**config.mk**
```make
export PLATFORM = sky130hd
export DESIGN_NAME = turbo_governor
export DESIGN_NICKNAME = d
export VERILOG_FILES = /design/src/rtl/turbo_gov_pkg.sv /design/src/rtl/tg_power_avg.sv /design/src/rtl/tg_energy_bucket.sv /design/src/rtl/tg_step_ctrl.sv /design/src/rtl/turbo_governor.sv
export SDC_FILE = /design/constraint.sdc
export NUM_CORES = 1
export LEC_CHECK = 0
export BUFFER_PORTS_ARGS = -buffer_cell sky130_fd_sc_hd__buf_2
export CAP_MARGIN = 20
export CORE_MARGIN = 5
export CORE_UTILIZATION = 35
export DETAILED_ROUTE_END_ITERATION = 10
export PLACE_DENSITY = 0.58
export SLEW_MARGIN = 20
export SYNTH_ARGS = -nofsm -noshare
export SYNTH_HDL_FRONTEND = slang
export SYNTH_SLANG_ARGS = --single-unit
```
**constraint.sdc**
```tcl
create_clock -name clk -period 10.9 [get_ports clk]
set_clock_uncertainty 0.05 [all_clocks]
set_input_delay 0.545 -clock clk [delete_from_list [all_inputs] [get_ports clk]]
set_output_delay 0.545 -clock clk [all_outputs]
set_load 0.03 [all_outputs]
```
**src/rtl/turbo_gov_pkg.sv**
```systemverilog
package turbo_gov_pkg;
   typedef enum logic [1:0] {
      MOVE_HOLD,
      MOVE_FASTER,
      MOVE_SLOWER,
      MOVE_LOAD
   } move_e;
endpackage

```
**src/rtl/tg_power_avg.sv**
```systemverilog
module tg_power_avg #(
   parameter int PWR_W     = 8,
   parameter int AVG_SHIFT = 2
) (
   input  logic             clk,
   input  logic             rst_n,
   input  logic             tick,
   input  logic [PWR_W-1:0] sample,
   output logic [PWR_W-1:0] avg_new
);
   localparam int ACC_W = PWR_W + AVG_SHIFT;

   initial begin
      if (AVG_SHIFT < 1 || AVG_SHIFT > 8) $error("AVG_SHIFT out of range");
   end

   logic [ACC_W-1:0] acc_q, acc_nx;

   // acc never exceeds (2^PWR_W-1)<<AVG_SHIFT, so ACC_W bits suffice
   assign acc_nx  = acc_q - (acc_q >> AVG_SHIFT) + ACC_W'(sample);
   assign avg_new = acc_nx[ACC_W-1:AVG_SHIFT];

   always_ff @(posedge clk or negedge rst_n) begin
      if (!rst_n)    acc_q <= '0;
      else if (tick) acc_q <= acc_nx;
   end
endmodule

```
**src/rtl/tg_energy_bucket.sv**
```systemverilog
module tg_energy_bucket #(
   parameter int PWR_W = 8,
   parameter int BUD_W = 12
) (
   input  logic             clk,
   input  logic             rst_n,
   input  logic             tick,
   input  logic [PWR_W-1:0] limit,
   input  logic [PWR_W-1:0] avg_new,
   input  logic [BUD_W-1:0] cap,
   output logic [BUD_W-1:0] level,
   output logic [BUD_W-1:0] level_nx
);
   localparam int SUM_W = BUD_W + 2;

   initial begin
      if (BUD_W < PWR_W) $error("BUD_W must be at least PWR_W");
   end

   logic signed [SUM_W-1:0] sum;

   assign sum = $signed(SUM_W'(level)) + $signed(SUM_W'(limit))
              - $signed(SUM_W'(avg_new));

   always_comb begin
      if (sum < 0)                          level_nx = '0;
      else if (sum > $signed(SUM_W'(cap)))  level_nx = cap;
      else                                  level_nx = sum[BUD_W-1:0];
   end

   always_ff @(posedge clk or negedge rst_n) begin
      if (!rst_n)    level <= '0;
      else if (tick) level <= level_nx;
   end
endmodule

```
**src/rtl/tg_step_ctrl.sv**
```systemverilog
module tg_step_ctrl
   import turbo_gov_pkg::*;
#(
   parameter int STEP_W      = 4,
   parameter int TURBO_STEPS = 3,
   parameter int PN_IDX      = 9,
   parameter int NCORES      = 4,
   parameter int CORE_W      = 3,
   parameter int BUD_W       = 12
) (
   input  logic                         clk,
   input  logic                         rst_n,
   input  logic                         tick,
   input  logic [STEP_W-1:0]            req,
   input  logic [CORE_W-1:0]            active,
   input  logic [(NCORES+1)*STEP_W-1:0] table_in,
   input  logic [BUD_W-1:0]             thresh,
   input  logic [BUD_W-1:0]             credit_nx,
   output logic [STEP_W-1:0]            grant
);
   localparam logic [STEP_W-1:0] GUAR = STEP_W'(TURBO_STEPS);
   localparam logic [STEP_W-1:0] SLOW = STEP_W'(PN_IDX);
   localparam logic [CORE_W-1:0] TOPC = CORE_W'(NCORES);

   initial begin
      if (PN_IDX < TURBO_STEPS || PN_IDX >= (1 << STEP_W)) $error("bad PN_IDX");
      if (NCORES >= (1 << CORE_W)) $error("CORE_W too small");
   end

   logic [STEP_W-1:0] ceil_arr [NCORES+1];
   for (genvar k = 0; k <= NCORES; k++) begin : g_unpack
      assign ceil_arr[k] = table_in[k*STEP_W +: STEP_W];
   end

   logic [CORE_W-1:0] sel;
   logic [STEP_W-1:0] ceil_raw, ceil_c, req_c, tgt;
   move_e             move;

   assign sel      = (active > TOPC) ? TOPC : active;
   assign ceil_raw = ceil_arr[sel];
   assign ceil_c   = (ceil_raw > GUAR) ? GUAR : ceil_raw;
   assign req_c    = (req > SLOW) ? SLOW : req;
   assign tgt      = (req_c > ceil_c) ? req_c : ceil_c;

   always_comb begin
      if (req_c >= GUAR)                          move = MOVE_LOAD;
      else if (grant > GUAR)                      move = MOVE_LOAD;
      else if (grant < tgt)                       move = MOVE_SLOWER;
      else if (credit_nx == '0 && grant < GUAR)   move = MOVE_SLOWER;
      else if (grant > tgt && credit_nx > thresh) move = MOVE_FASTER;
      else                                        move = MOVE_HOLD;
   end

   always_ff @(posedge clk or negedge rst_n) begin
      if (!rst_n) grant <= GUAR;
      else if (tick) begin
         unique case (move)
            MOVE_LOAD:   grant <= (req_c >= GUAR) ? req_c : GUAR;
            MOVE_SLOWER: grant <= grant + STEP_W'(1);
            MOVE_FASTER: grant <= grant - STEP_W'(1);
            default:     grant <= grant;
         endcase
      end
   end
endmodule

```
**src/rtl/turbo_governor.sv**
```systemverilog
module turbo_governor #(
   parameter int STEP_W      = 4,
   parameter int TURBO_STEPS = 3,
   parameter int PN_IDX      = 9,
   parameter int NCORES      = 4,
   parameter int CORE_W      = $clog2(NCORES + 1),
   parameter int PWR_W       = 8,
   parameter int BUD_W       = 12,
   parameter int AVG_SHIFT   = 2
) (
   input  logic                         clk,
   input  logic                         rst_n,
   input  logic                         eval_tick,
   input  logic [STEP_W-1:0]            req_step,
   input  logic [CORE_W-1:0]            active_cnt,
   input  logic [PWR_W-1:0]             pkg_power,
   input  logic [PWR_W-1:0]             power_limit,
   input  logic [BUD_W-1:0]             credit_cap,
   input  logic [BUD_W-1:0]             rise_thresh,
   input  logic [(NCORES+1)*STEP_W-1:0] ceil_table,
   output logic [STEP_W-1:0]            grant_step
);
   logic [PWR_W-1:0] avg_new;
   logic [BUD_W-1:0] credit_lvl, credit_nx;

   tg_power_avg #(.PWR_W(PWR_W), .AVG_SHIFT(AVG_SHIFT)) u_avg (
      .clk(clk), .rst_n(rst_n), .tick(eval_tick),
      .sample(pkg_power), .avg_new(avg_new));

   tg_energy_bucket #(.PWR_W(PWR_W), .BUD_W(BUD_W)) u_bucket (
      .clk(clk), .rst_n(rst_n), .tick(eval_tick),
      .limit(power_limit), .avg_new(avg_new), .cap(credit_cap),
      .level(credit_lvl), .level_nx(credit_nx));

   tg_step_ctrl #(.STEP_W(STEP_W), .TURBO_STEPS(TURBO_STEPS), .PN_IDX(PN_IDX),
                  .NCORES(NCORES), .CORE_W(CORE_W), .BUD_W(BUD_W)) u_step (
      .clk(clk), .rst_n(rst_n), .tick(eval_tick),
      .req(req_step), .active(active_cnt), .table_in(ceil_table),
      .thresh(rise_thresh), .credit_nx(credit_nx), .grant(grant_step));
endmodule

```
## Yosys cells after proc, flatten, opt, wreduce, memory -nomap -nowiden

Cells that the tools add are included.

| cells by class | value |
|---|---|
| add/sub/neg operators | 6 |
| order comparisons | 13 |
| equality and inequality tests | 3 |
| multiplexer cells | 16 |
| bitwise gates (word level) | 1 |
| reduce and logical (&&, ||, !) cells | 5 |

Operator list:

| cell | number |
|---|---|
| 12-bit two-way mux | 2 |
| 4-bit two-way mux | 6 |
| 14-bit by 13-bit > comparator with 1-bit output | 1 |
| 14-bit by 1-bit < comparator with 1-bit output, second input constant | 1 |
| 13-bit by 8-bit subtractor with 14-bit output | 1 |
| 12-bit by 8-bit adder with 13-bit output | 1 |
| 4-bit binary-select mux with 3-bit select | 1 |
| 12-bit > comparator | 1 |
| 12-bit logical NOT | 1 |
| 4-bit one-hot mux with 3 select lines | 1 |
| 10-bit by 8-bit adder with 10-bit output | 1 |
| 10-bit by 8-bit subtractor with 10-bit output | 1 |
| 4-bit by 2-bit > comparator with 1-bit output, second input constant | 2 |
| 4-bit > comparator | 2 |
| 2-bit two-way mux | 4 |
| 4-bit by 1-bit adder with 4-bit output, second input constant | 1 |
| 2-bit == test, second input constant | 2 |
| 4-bit by 2-bit >= comparator with 1-bit output, second input constant | 1 |
| 4-bit >= comparator, second input constant | 1 |
| 4-bit > comparator, second input constant | 1 |
| 4-bit by 2-bit < comparator with 1-bit output, second input constant | 1 |
| 4-bit < comparator | 1 |
| 3-bit NOT with 4-bit output | 1 |
| 4-bit by 1-bit subtractor with 4-bit output, second input constant | 1 |
| other kinds (7) | 8 |

| word-level totals | value |
|---|---|
| register bits | 26 |
| input port bits | 70 |
| output and inout bits | 4 |
| word-level logic and storage cells | 47 |

## Logic depth before layout (Yosys ltp)

Gate-level depths: netlist (run 1).

| depth | value |
|---|---|
| word-level depth | 20 |
| mapped depth | 50 |
| gate-level depth less buffers | 49 |

## Hierarchy

Synthesis (run 1) repeated with hierarchy kept, for this count alone.

| unflattened totals | value |
|---|---|
| cells, all modules | 488 |
| area, all modules | 3943.8 µm² |

Modules (own cells, without submodules):

| module | times used | cells an instance | area each (µm²) | sequential area each (µm²) |
|---|---|---|---|---|
| tg_energy_bucket | 1 | 216 | 1767.9 | 300.3 |
| tg_power_avg | 1 | 141 | 1149.9 | 250.2 |
| tg_step_ctrl | 1 | 131 | 1026.0 | 102.6 |

## Least setup slack after synthesis (run 1)

No wires, ideal clock.

| timing | value |
|---|---|
| kind | input-to-reg |
| from | input pkg_power[1] |
| to | register u_step.grant[3] |
| arrival | 8972 ps |
| required time | 10716 ps |
| slack | 1744 ps |
| cell stages on the path | 48 |
| path buffers | 1 |
| cell sequence | inv_1 > fa_1 > inv_1 > fa_1 > a21oi_1 > nor2_1 > nor2_1 > o21bai_1 > a21oi_1 > o21bai_1 > a21oi_1 > xnor2_1 > fa_1 > inv_1 > ha_1 > a2111oi_0 > o21ai_1 > a221oi_2 > [... 12 more ...] > ha_1 > a21oi_1 > nor2b_1 > o21ai_0 > nand2b_1 > a21oi_1 > o21ai_0 > a211o_1 > nand2_1 > o31ai_1 > ha_1 > ha_1 > a21o_1 > a21oi_1 > xnor2_1 > nor2_1 > o21ai_0 > o21ai_0 |

| on the way | value |
|---|---|
| cells in the longest elaborated chain, start to end | 15 |

RTL lines:

| element | RTL line | RTL |
|---|---|---|
| from (decl) | turbo_governor.sv:16 | `input logic [PWR_W-1:0] pkg_power,` |
| 10-bit by 8-bit adder with 10-bit output (*) | tg_power_avg.sv:20 | `assign acc_nx = acc_q - (acc_q >> AVG_SHIFT) + ACC_W'(sample);` |
| via avg_new[6] | turbo_governor.sv:23 | `logic [PWR_W-1:0] avg_new;` |
| 13-bit by 8-bit subtractor with 14-bit output (*) | tg_energy_bucket.sv:23 | `- $signed(SUM_W'(avg_new));` |
| 14-bit by 13-bit > comparator with 1-bit output | tg_energy_bucket.sv:27 | `else if (sum > $signed(SUM_W'(cap))) level_nx = cap;` |
| 12-bit two-way mux | tg_energy_bucket.sv:27 |  |
| 12-bit two-way mux (*) | tg_energy_bucket.sv:26 | `if (sum < 0) level_nx = '0;` |
| via credit_nx[5] | turbo_governor.sv:24 | `logic [BUD_W-1:0] credit_lvl, credit_nx;` |
| 12-bit > comparator | tg_step_ctrl.sv:50 | `else if (grant > tgt && credit_nx > thresh) move = MOVE_FASTER;` |
| 1-bit logical AND | tg_step_ctrl.sv:50 |  |
| 1-bit two-way mux | tg_step_ctrl.sv:50 |  |
| 2-bit two-way mux (*) | tg_step_ctrl.sv:49 | `else if (credit_nx == '0 && grant < GUAR) move = MOVE_SLOWER;` |
| 2-bit two-way mux (*) | tg_step_ctrl.sv:48 | `else if (grant < tgt) move = MOVE_SLOWER;` |
| 2-bit two-way mux (*) | tg_step_ctrl.sv:47 | `else if (grant > GUAR) move = MOVE_LOAD;` |
| 2-bit two-way mux (*) | tg_step_ctrl.sv:46 | `if (req_c >= GUAR) move = MOVE_LOAD;` |
| 2-bit == test or 2-bit by 1-bit == test with 1-bit output (tied branches) | tg_step_ctrl.sv:57 | `unique case (move)` |
| 3-bit nonzero test (no source line) | -- |  |
| 2-bit AND reduction (no source line) | -- |  |
| to (signal assigned) | tg_step_ctrl.sv:58 | `MOVE_LOAD: grant <= (req_c >= GUAR) ? req_c : GUAR;` |
| to (signal assigned) | tg_step_ctrl.sv:59 | `MOVE_SLOWER: grant <= grant + STEP_W'(1);` |
| to (signal assigned) | tg_step_ctrl.sv:60 | `MOVE_FASTER: grant <= grant - STEP_W'(1);` |
| to (decl) | tg_step_ctrl.sv:19 | `output logic [STEP_W-1:0] grant` |

The timed path passes the listed nets; every way through them passes the cells marked *.
A chain may end at the register's enable or synchronous reset.

## Worst setup path after layout (run 1)

Ends and elaborated chain as after synthesis.

==> results.sh, run 1 <==
export IMPL_synthToLayoutAreaGrowth_pct=15.4
export IMPL_fp_dieH_um=114
export IMPL_overflow=0
export IMPL_die_area_um2=12900
export IMPL_async_reset_ff_share_pct=100
export IMPL_crit_slowest_cell="fa_1"
export IMPL_crit_type="in2reg"
export IMPL_status="finished clean"
export IMPL_slew_headroom_pct=57.2
export IMPL_fmax_ghz=0.104
export IMPL_min_path_type="in2async"
export IMPL_first_pass_iters=4
export IMPL_drive_above_1_share_pct=19.5
export IMPL_synthTopCellsByArea="ha_1 19%, dfrtp_1 16%, inv_1 10%"
export IMPL_drc=0
export IMPL_cts_root_buf="clkbuf_8"
export IMPL_synth_most_common_cell="inv_1"
export IMPL_crit_required_ns=11.00
export IMPL_die_w_um=114
export IMPL_ant_nets=0
export IMPL_numPortBuffers=73
export IMPL_synth_flop_cell="dfrtp_1"
export IMPL_vias=3308
export IMPL_grt_pass1_wl_um=15900
export IMPL_synthesis_area_um2=3770
export IMPL_ys_warn_count=0
export IMPL_slowest_delay_ns=0.53
export IMPL_start_util_pct=36.2
export IMPL_antenna_found_initial=0
export IMPL_cts_sinks=26
export IMPL_synth_commonest_cells="103 x inv_1, 58 x ha_1, 34 x nor2_1"
export IMPL_worstReg2RegStart="u_avg.acc_q[3]"
export IMPL_first_iter_violations=81
export IMPL_cts_made_buffers=3
export IMPL_grt_usage_pct=14.8
export IMPL_crit_top_cell="a21oi_1"
export IMPL_period_share_pct=88.1
export IMPL_worst_r2r_setup_slack_ns=1.32
export IMPL_start_kind="input port"
export IMPL_drv_slew=0
export IMPL_io_pins=74
export IMPL_rr_endpoint="u_step.grant[3]"
export IMPL_vias_per_cell=4.95
export IMPL_synth_top_area_share_pct=19.3
export IMPL_ys_seq_elements=26
export IMPL_cts_tree="done"
export IMPL_dp_hpwl_um=8140
export IMPL_synthesis_nets=606
export IMPL_rsz0062_at_grt="false"
export IMPL_placed_area_um2=4290
export IMPL_synth_top_area_cell="ha_1"
export IMPL_syn_inst=461
export IMPL_cap_violations=0
export IMPL_design_core_area_um2=10400
export IMPL_wl_per_cell_um=14.0
export IMPL_clk_path_buf_depth=2
export IMPL_place_congestion=0.891
export IMPL_hold_viol_final=0
export IMPL_tns_ns=0
export IMPL_nets=678
export IMPL_ys_types=58
export IMPL_synth_edf_count=0
export IMPL_period_needed_ns=9.60
export IMPL_ctsResizeCount=0
export IMPL_routed_wl_um=9370
export IMPL_diodes=0
export IMPL_grt_pass1_vias=3404
export IMPL_reg2regPathDepth=46
export IMPL_setup_viol=0
export IMPL_clock_latency_ns=0.27
export IMPL_seq_area_frac_synth_pct=17.3
export IMPL_ctsHoldBuffers=0
export IMPL_cts_clk_slew_worst_paths_ns=0.10
export IMPL_cts_htree_levels=1
export IMPL_worstPathMaxFanout=7
export IMPL_hold_worst_slack_ns=0.236
export IMPL_crit_arrival_ns=9.70
export IMPL_grt_max_degree=33
export IMPL_fp_row_count=37
export IMPL_post_cts_setup_buffer_count=0
export IMPL_avgSynthCellArea_um2=8.17
export IMPL_post_route_cell_area_um2=4350
export IMPL_critPathCaptureType="flip-flop"
export IMPL_worst_pin_slew_ns=0.641
## critical path: cells and delay by family
family / cells / cell delay [ns]
AO/OA/AOI/OAI: 22 / 3.84
multiplexers: 1 / 0.28
AND/OR/NAND/NOR: 10 / 1.31
buffers and inverters: 4 / 0.23
XOR/XNOR: 3 / 0.46
adder cells (fa/ha/maj): 8 / 3.01
## stage by stage
stage          setup WS, ns  instances  util (%)
4_1_cts                1.35        668      41.7
3_3_place_gp           1.37        664      41.2
5_1_grt               0.364        668      41.7
2_1_floorplan          1.74        461         -
3_5_place_dp           1.09        664      41.2
6_report               1.30        668      41.7
## area by class of cell
class / instances / area (um^2)
fillers: 1094 / 6070
repair buffers: 74 / 373
multi-input cells: 325 / 2710
clock buffers: 4 / 55.1
inverters: 103 / 387
well taps: 136 / 170
flip-flops and latches: 26 / 653
## cell families (layout without fill, tap and decap cells)
logic type	Yosys count	count (layout)	synth area share, %
mux	26	26	7.93
simple gates	108	108	14.2
flops	26	26	17.3
buf+inv	110	181	11.0
compound gates	94	94	16.0
fa+ha+maj	75	75	28.3
xor+xnor	22	22	5.31
## worst max-delay path by stage
stage               cells past startpoint  slack [ns]      startpoint         endpoint
floorplan                              48        1.74    pkg_power[1]  u_step.grant[3]
global placement                       48        1.37    pkg_power[1]  u_step.grant[3]
detailed placement                     48        1.09    pkg_power[1]  u_step.grant[3]
CTS                                    48        1.35    pkg_power[1]  u_step.grant[3]
global route                           47        0.36  u_avg.acc_q[1]  u_step.grant[3]
finish                                 48        1.30    pkg_power[1]  u_step.grant[3]
## per-layer routing
metal	up-vias	share of wire, %	track usage, %
met2	62	45	24.3
li1	1695	-	-
met5	-	0	0
met3	10	3.4	1.22
met4	0	1.7	3.29
met1	1541	50	21.1
## registers in the layout (all words and copies together), names as in the netlist
register / flops
u_avg.acc_q: 10
u_step.grant: 4
u_bucket.level: 12
## layout by cell type, fill, tap and decap left out, types with 7 or more instances in the layout
cell type | netlist | routed
a21oi_1 | 29 | 29
buf_2 | 1 | 73
dfrtp_1 | 24 | 24
fa_1 | 17 | 17
ha_1 | 58 | 58
inv_1 | 103 | 103
mux2_2 | 11 | 11
mux2i_1 | 13 | 13
nand2_1 | 26 | 26
nor2_1 | 34 | 34
nor2b_1 | 7 | 7
nor3_1 | 10 | 10
o21ai_0 | 25 | 25
xnor2_1 | 16 | 16
Power of run 1 is left out: the tool's default activity adds up to more than one toggle a clock period on the data nets, which glitch-free logic cannot reach.
==> inputs of run 2 (changes only) <==
--- a/config.mk
+++ b/config.mk
@@ -5,12 +5,13 @@
 export SDC_FILE = /design/constraint.sdc
 export NUM_CORES = 1
 export LEC_CHECK = 0
+export ABC_AREA = 1
 export BUFFER_PORTS_ARGS = -buffer_cell sky130_fd_sc_hd__buf_2
 export CAP_MARGIN = 20
 export CORE_MARGIN = 5
-export CORE_UTILIZATION = 35
+export CORE_UTILIZATION = 58
 export DETAILED_ROUTE_END_ITERATION = 10
-export PLACE_DENSITY = 0.58
+export PLACE_DENSITY = 0.86
 export SLEW_MARGIN = 20
 export SYNTH_ARGS = -nofsm -noshare
 export SYNTH_HDL_FRONTEND = slang
==> results.sh, run 2 <==
export IMPL_syn_inst=602
export IMPL_clk_path_buf_depth=2
export IMPL_crit_type="reg2reg"
export IMPL_routed_wl_um=9470
export IMPL_worst_pin_slew_ns=0.642
export IMPL_worstReg2RegStart="u_avg.acc_q[4]"
export IMPL_synthesis_nets=747
export IMPL_synth_top_area_cell="ha_1"
export IMPL_nets=819
export IMPL_post_route_cell_area_um2=4550
export IMPL_ant_nets=0
export IMPL_synth_top_area_share_pct=17.9
export IMPL_fp_dieH_um=93.6
export IMPL_period_share_pct=72.4
export IMPL_fp_row_count=30
export IMPL_design_core_area_um2=6790
export IMPL_grt_usage_pct=22.5
export IMPL_die_w_um=93.6
export IMPL_critPathCaptureType="flip-flop"
export IMPL_first_pass_iters=5
export IMPL_grt_max_degree=27
export IMPL_io_pins=74
export IMPL_dp_hpwl_um=8150
export IMPL_start_util_pct=59.7
export IMPL_nFillCells=594
export IMPL_status="finished clean"
export IMPL_crit_slowest_cell="fa_1"
export IMPL_ys_types=39
export IMPL_grt_pass1_vias=3862
export IMPL_post_cts_setup_buffer_count=0
export IMPL_avgSynthCellArea_um2=6.73
export IMPL_startpoint="u_avg.acc_q[4]"
export IMPL_numPortBuffers=73
export IMPL_grt_pass1_wl_um=16400
export IMPL_antenna_found_initial=0
export IMPL_synth_flop_cell="dfrtp_1"
export IMPL_wl_per_cell_um=12.3
export IMPL_cts_sinks=26
export IMPL_final_common_cell="inv_1"
export IMPL_synthesis_area_um2=4050
export IMPL_ctsResizeCount=0
export IMPL_seq_area_frac_synth_pct=16.1
export IMPL_place_congestion=0.957
export IMPL_ctsHoldBuffers=0
export IMPL_start_kind="flip-flop"
export IMPL_synth_most_common_cell="inv_1"
export IMPL_largest_reg_flops=12
export IMPL_regMostFlops="u_bucket.level"
export IMPL_crit_top_cell="nand2_1"
export IMPL_cts_htree_levels=1
export IMPL_placed_area_um2=4500
export IMPL_final_cell_mix="165 x inv_1, 135 x nand2_1, 73 x buf_2, 58 x ha_1, 33 x o21ai_0"
export IMPL_die_area_um2=8760
export IMPL_synth_commonest_cells="165 x inv_1, 135 x nand2_1, 58 x ha_1"
export IMPL_drive_above_1_share_pct=15.5
export IMPL_slowest_delay_ns=0.50
export IMPL_tns_ns=0
export IMPL_drv_slew=0
export IMPL_rsz0062_at_grt="false"
export IMPL_drc=0
export IMPL_period_needed_ns=7.89
export IMPL_synth_edf_count=0
export IMPL_cts_tree="done"
export IMPL_cts_root_buf="clkbuf_8"
export IMPL_fmax_ghz=0.127
export IMPL_cts_made_buffers=3
export IMPL_first_iter_violations=191
export IMPL_async_reset_ff_share_pct=100
export IMPL_ys_warn_count=0
export IMPL_diodes=0
export IMPL_vias_per_cell=5.08
export IMPL_vias=3907
export IMPL_ys_seq_elements=26
export IMPL_cap_violations=0
export IMPL_synthToLayoutAreaGrowth_pct=12.3
export IMPL_setup_viol=0
export IMPL_cts_clk_slew_worst_paths_ns=0.09
export IMPL_slew_headroom_pct=57.2
export IMPL_cpLargestDelayFamily="adder cells"
export IMPL_synthTopCellsByArea="ha_1 18%, inv_1 15%, dfrtp_1 15%"
export IMPL_hold_viol_final=0
export IMPL_overflow=0
export IMPL_crit_required_ns=11.04
export IMPL_crit_arrival_ns=8.03
export IMPL_min_path_type="in2async"
export IMPL_worstPathMaxFanout=14
export IMPL_utilization_pct=67.0
export IMPL_path_buf_inv=7
export IMPL_clock_latency_ns=0.27
export IMPL_reg_top3="u_bucket.level (12), u_avg.acc_q (10), u_step.grant (4)"
## run 2: cell types whose count changed after synthesis, moves of 8 or more
cell     previous run  this run
inv_1             103       165
mux2_2             11         0
mux2i_1            13         0
nand2_1            26       135
nand3_1             3        27
o21ai_0            25        33
xnor2_1            16         5
xor2_1              5        14
## run 2: cells by family after synthesis
kind of cell / after synthesis / synth area share, %
and+or+nand+nor: 230 / 25.8
buffers and inverters: 172 / 16.4
AOI/OAI and AO/OA: 80 / 11.3
adders and majority gates: 75 / 26.3
DFF: 26 / 16.1
xor gates and xnor gates: 19 / 4.11
## run 2: path summary, 6_finish.rpt
kind | to | slack, ns | depth (start not counted)
setup / recovery | u_step.grant[3] | 3.01 | 49
hold / removal | u_avg.acc_q[3] | 0.21 | 1
setup reg to reg | u_step.grant[3] | 3.01 | 49
hold reg to reg | u_bucket.level[7] | 0.45 | 2
max in group asynchronous | u_avg.acc_q[6] | 10.21 | 1
min in group clk | u_bucket.level[7] | 0.45 | 2
## run 2: per-layer routing
metal,vias up,wire length (um),part of all wire [%],track usage (%)
met5,-,0,0,0
met4,0,87,0.92,4.93
met3,8,494,5.2,1.93
met2,150,4600,49,39.3
met1,1746,4280,45,30.2
li1,2003,-,-,-
## run 2: cell type report
class / instances / area [um^2] / share of cell area, %
Multi-Input combinational cell: 404 / 2740 / 60.1
Sequential cell: 26 / 653 / 14.3
Inverter: 166 / 623 / 13.7
Timing Repair Buffer: 73 / 365 / 8.03
Tap cell: 96 / 120 / 2.64
Clock buffer: 4 / 55.1 / 1.21
## run 2: metrics by stage
| stage | cells | setup slack (ns) | hold WS [ns] |
|---|---|---|---|
| after floorplan | 602 | 3.51 | 0.199 |
| after CTS | 769 | 3.06 | 0.231 |
| final | 769 | 3.01 | 0.207 |
| after global placement | 765 | 2.98 | 0.420 |
| after global routing | 769 | 2.20 | 0.244 |
| after detailed placement | 765 | 2.79 | 0.427 |
Power of run 2 is left out for the same reason.
==> inputs of run 3 (changes only) <==
--- a/config.mk
+++ b/config.mk
@@ -9,9 +9,9 @@
 export BUFFER_PORTS_ARGS = -buffer_cell sky130_fd_sc_hd__buf_2
 export CAP_MARGIN = 20
 export CORE_MARGIN = 5
-export CORE_UTILIZATION = 58
+export CORE_UTILIZATION = 52
 export DETAILED_ROUTE_END_ITERATION = 10
-export PLACE_DENSITY = 0.86
+export PLACE_DENSITY = 0.81
 export SLEW_MARGIN = 20
 export SYNTH_ARGS = -nofsm -noshare
 export SYNTH_HDL_FRONTEND = slang
==> constraint.sdc (replaced) <==
create_clock -name clk -period 7.1 [get_ports clk]
set_clock_uncertainty 0.05 [all_clocks]
set_input_delay 0.355 -clock clk [delete_from_list [all_inputs] [get_ports clk]]
set_output_delay 0.355 -clock clk [all_outputs]
set_load 0.03 [all_outputs]
==> results.sh, run 3 (same netlist as run 2, synthesis figures left out) <==
export IMPL_die_area_um2=9660
export IMPL_vias_per_cell=5.18
export IMPL_final_cell_mix="148 x inv_1, 118 x nand2_1, 73 x buf_2, 67 x buf_4, 39 x ha_1"
export IMPL_fp_dieH_um=98.3
export IMPL_worstReg2RegStart="u_avg.acc_q[2]"
export IMPL_routed_wl_um=11800
export IMPL_crit_arrival_ns=7.68
export IMPL_worst_r2r_setup_slack_ns=-0.45
export IMPL_place_congestion=0.921
export IMPL_tns_ns=-0.934
export IMPL_cts_made_buffers=3
export IMPL_fin_ws_ns=-0.451
export IMPL_critPathCaptureType="flip-flop"
export IMPL_first_iter_violations=254
export IMPL_reg2regPathDepth=48
export IMPL_vias=4396
export IMPL_hold_viol_final=0
export IMPL_ant_nets=0
export IMPL_crit_type="reg2reg"
export IMPL_crit_slowest_cell="fa_1"
export IMPL_antenna_found_initial=0
export IMPL_period_needed_ns=7.55
export IMPL_cts_htree_levels=1
export IMPL_start_kind="flip-flop"
export IMPL_design_core_area_um2=7650
export IMPL_final_common_cell="inv_1"
export IMPL_violations="setup timing"
export IMPL_worst_pin_slew_ns=0.648
export IMPL_clock_latency_ns=0.28
export IMPL_cap_violations=0
export IMPL_cpLargestDelayFamily="adder cells"
export IMPL_clk_path_buf_depth=2
export IMPL_rr_endpoint="u_step.grant[3]"
export IMPL_die_w_um=98.3
export IMPL_drive_above_1_share_pct=36.8
export IMPL_drc=0
export IMPL_grt_pass1_vias=4314
export IMPL_start_util_pct=53.0
export IMPL_slew_headroom_pct=56.8
export IMPL_status="finished with violations"
export IMPL_grt_pass1_wl_um=18500
export IMPL_rsz0062_at_grt="true"
export IMPL_drv_slew=0
export IMPL_regMostFlops="u_bucket.level"
export IMPL_diodes=0
export IMPL_utilization_pct=74.1
export IMPL_overflow=0
export IMPL_fmax_ghz=0.132
export IMPL_grt_max_degree=27
export IMPL_period_share_pct=106
export IMPL_path_buf_inv=7
export IMPL_wl_per_cell_um=13.9
export IMPL_cts_sinks=26
export IMPL_largest_reg_flops=12
export IMPL_nets=893
export IMPL_numPortBuffers=73
export IMPL_dp_hpwl_um=8900
export IMPL_cts_root_buf="clkbuf_8"
export IMPL_reg_top3="u_bucket.level (12), u_avg.acc_q (10), u_step.grant (4)"
export IMPL_slowest_delay_ns=0.47
export IMPL_cts_clk_slew_worst_paths_ns=0.09
export IMPL_synthToLayoutAreaGrowth_pct=39.8
export IMPL_worstPathMaxFanout=4
export IMPL_io_pins=74
export IMPL_first_pass_iters=5
export IMPL_crit_required_ns=7.23
export IMPL_cts_tree="done"
export IMPL_fp_row_count=32
export IMPL_min_path_type="in2async"
export IMPL_grt_usage_pct=22.8
export IMPL_setup_viol=3
==> run 3: cell types whose count changed in the layout (fill, tap and decap cells not counted), sizes merged <==
cell	before	now
buf	73	147
==> run 3: routing by layer <==
layer	routed length, um	vias to the layer above	global-route usage (%)
met4	448	0	7.56
met5	0	-	0
met3	655	42	1.57
li1	-	2158	-
met1	4660	2036	28.4
met2	6070	160	41.5
==> run 3: final cells by class <==
class | instances | area (um^2)
clock buffer | 4 | 55.1
fill | 569 | 1980
inverter | 166 | 623
multi-input combinational | 404 | 3260
sequential | 26 | 653
tap | 102 | 128
timing repair buffer | 147 | 947
==> run 3: worst max-delay path by stage <==
stage	slack, ns	cells after the start	from	to
after CTS	-0.12	46	u_avg.acc_q[3]	u_step.grant[2]
after floorplan	0.003	44	pkg_power[1]	u_step.grant[2]
final	-0.45	48	u_avg.acc_q[2]	u_step.grant[3]
after global routing	-0.80	47	u_avg.acc_q[3]	u_step.grant[3]
after global placement	-0.47	49	pkg_power[1]	u_step.grant[2]
after detailed placement	-0.73	49	pkg_power[1]	u_step.grant[2]
==> run 3: repair_timing <==
action,4_1_cts,5_1_grt
gates resized for setup,56,58
pin swaps,37,39
buffers inserted,12,4
endpoints found under the setup margin,4,4
hold buffers,0,0
==> run 3: stage by stage <==
step           setup slack (ns)  cell area, um^2  hold WS, ns  instances
2_1_floorplan           0.00295             4090      0.00941        602
3_3_place_gp             -0.468             4980        0.332        829
3_5_place_dp             -0.727             4980        0.341        829
4_1_cts                  -0.125             5360       0.0403        845
5_1_grt                  -0.795             5670       0.0725        849
6_report                 -0.451             5670       0.0113        849
Power of run 3 is left out for the same reason.
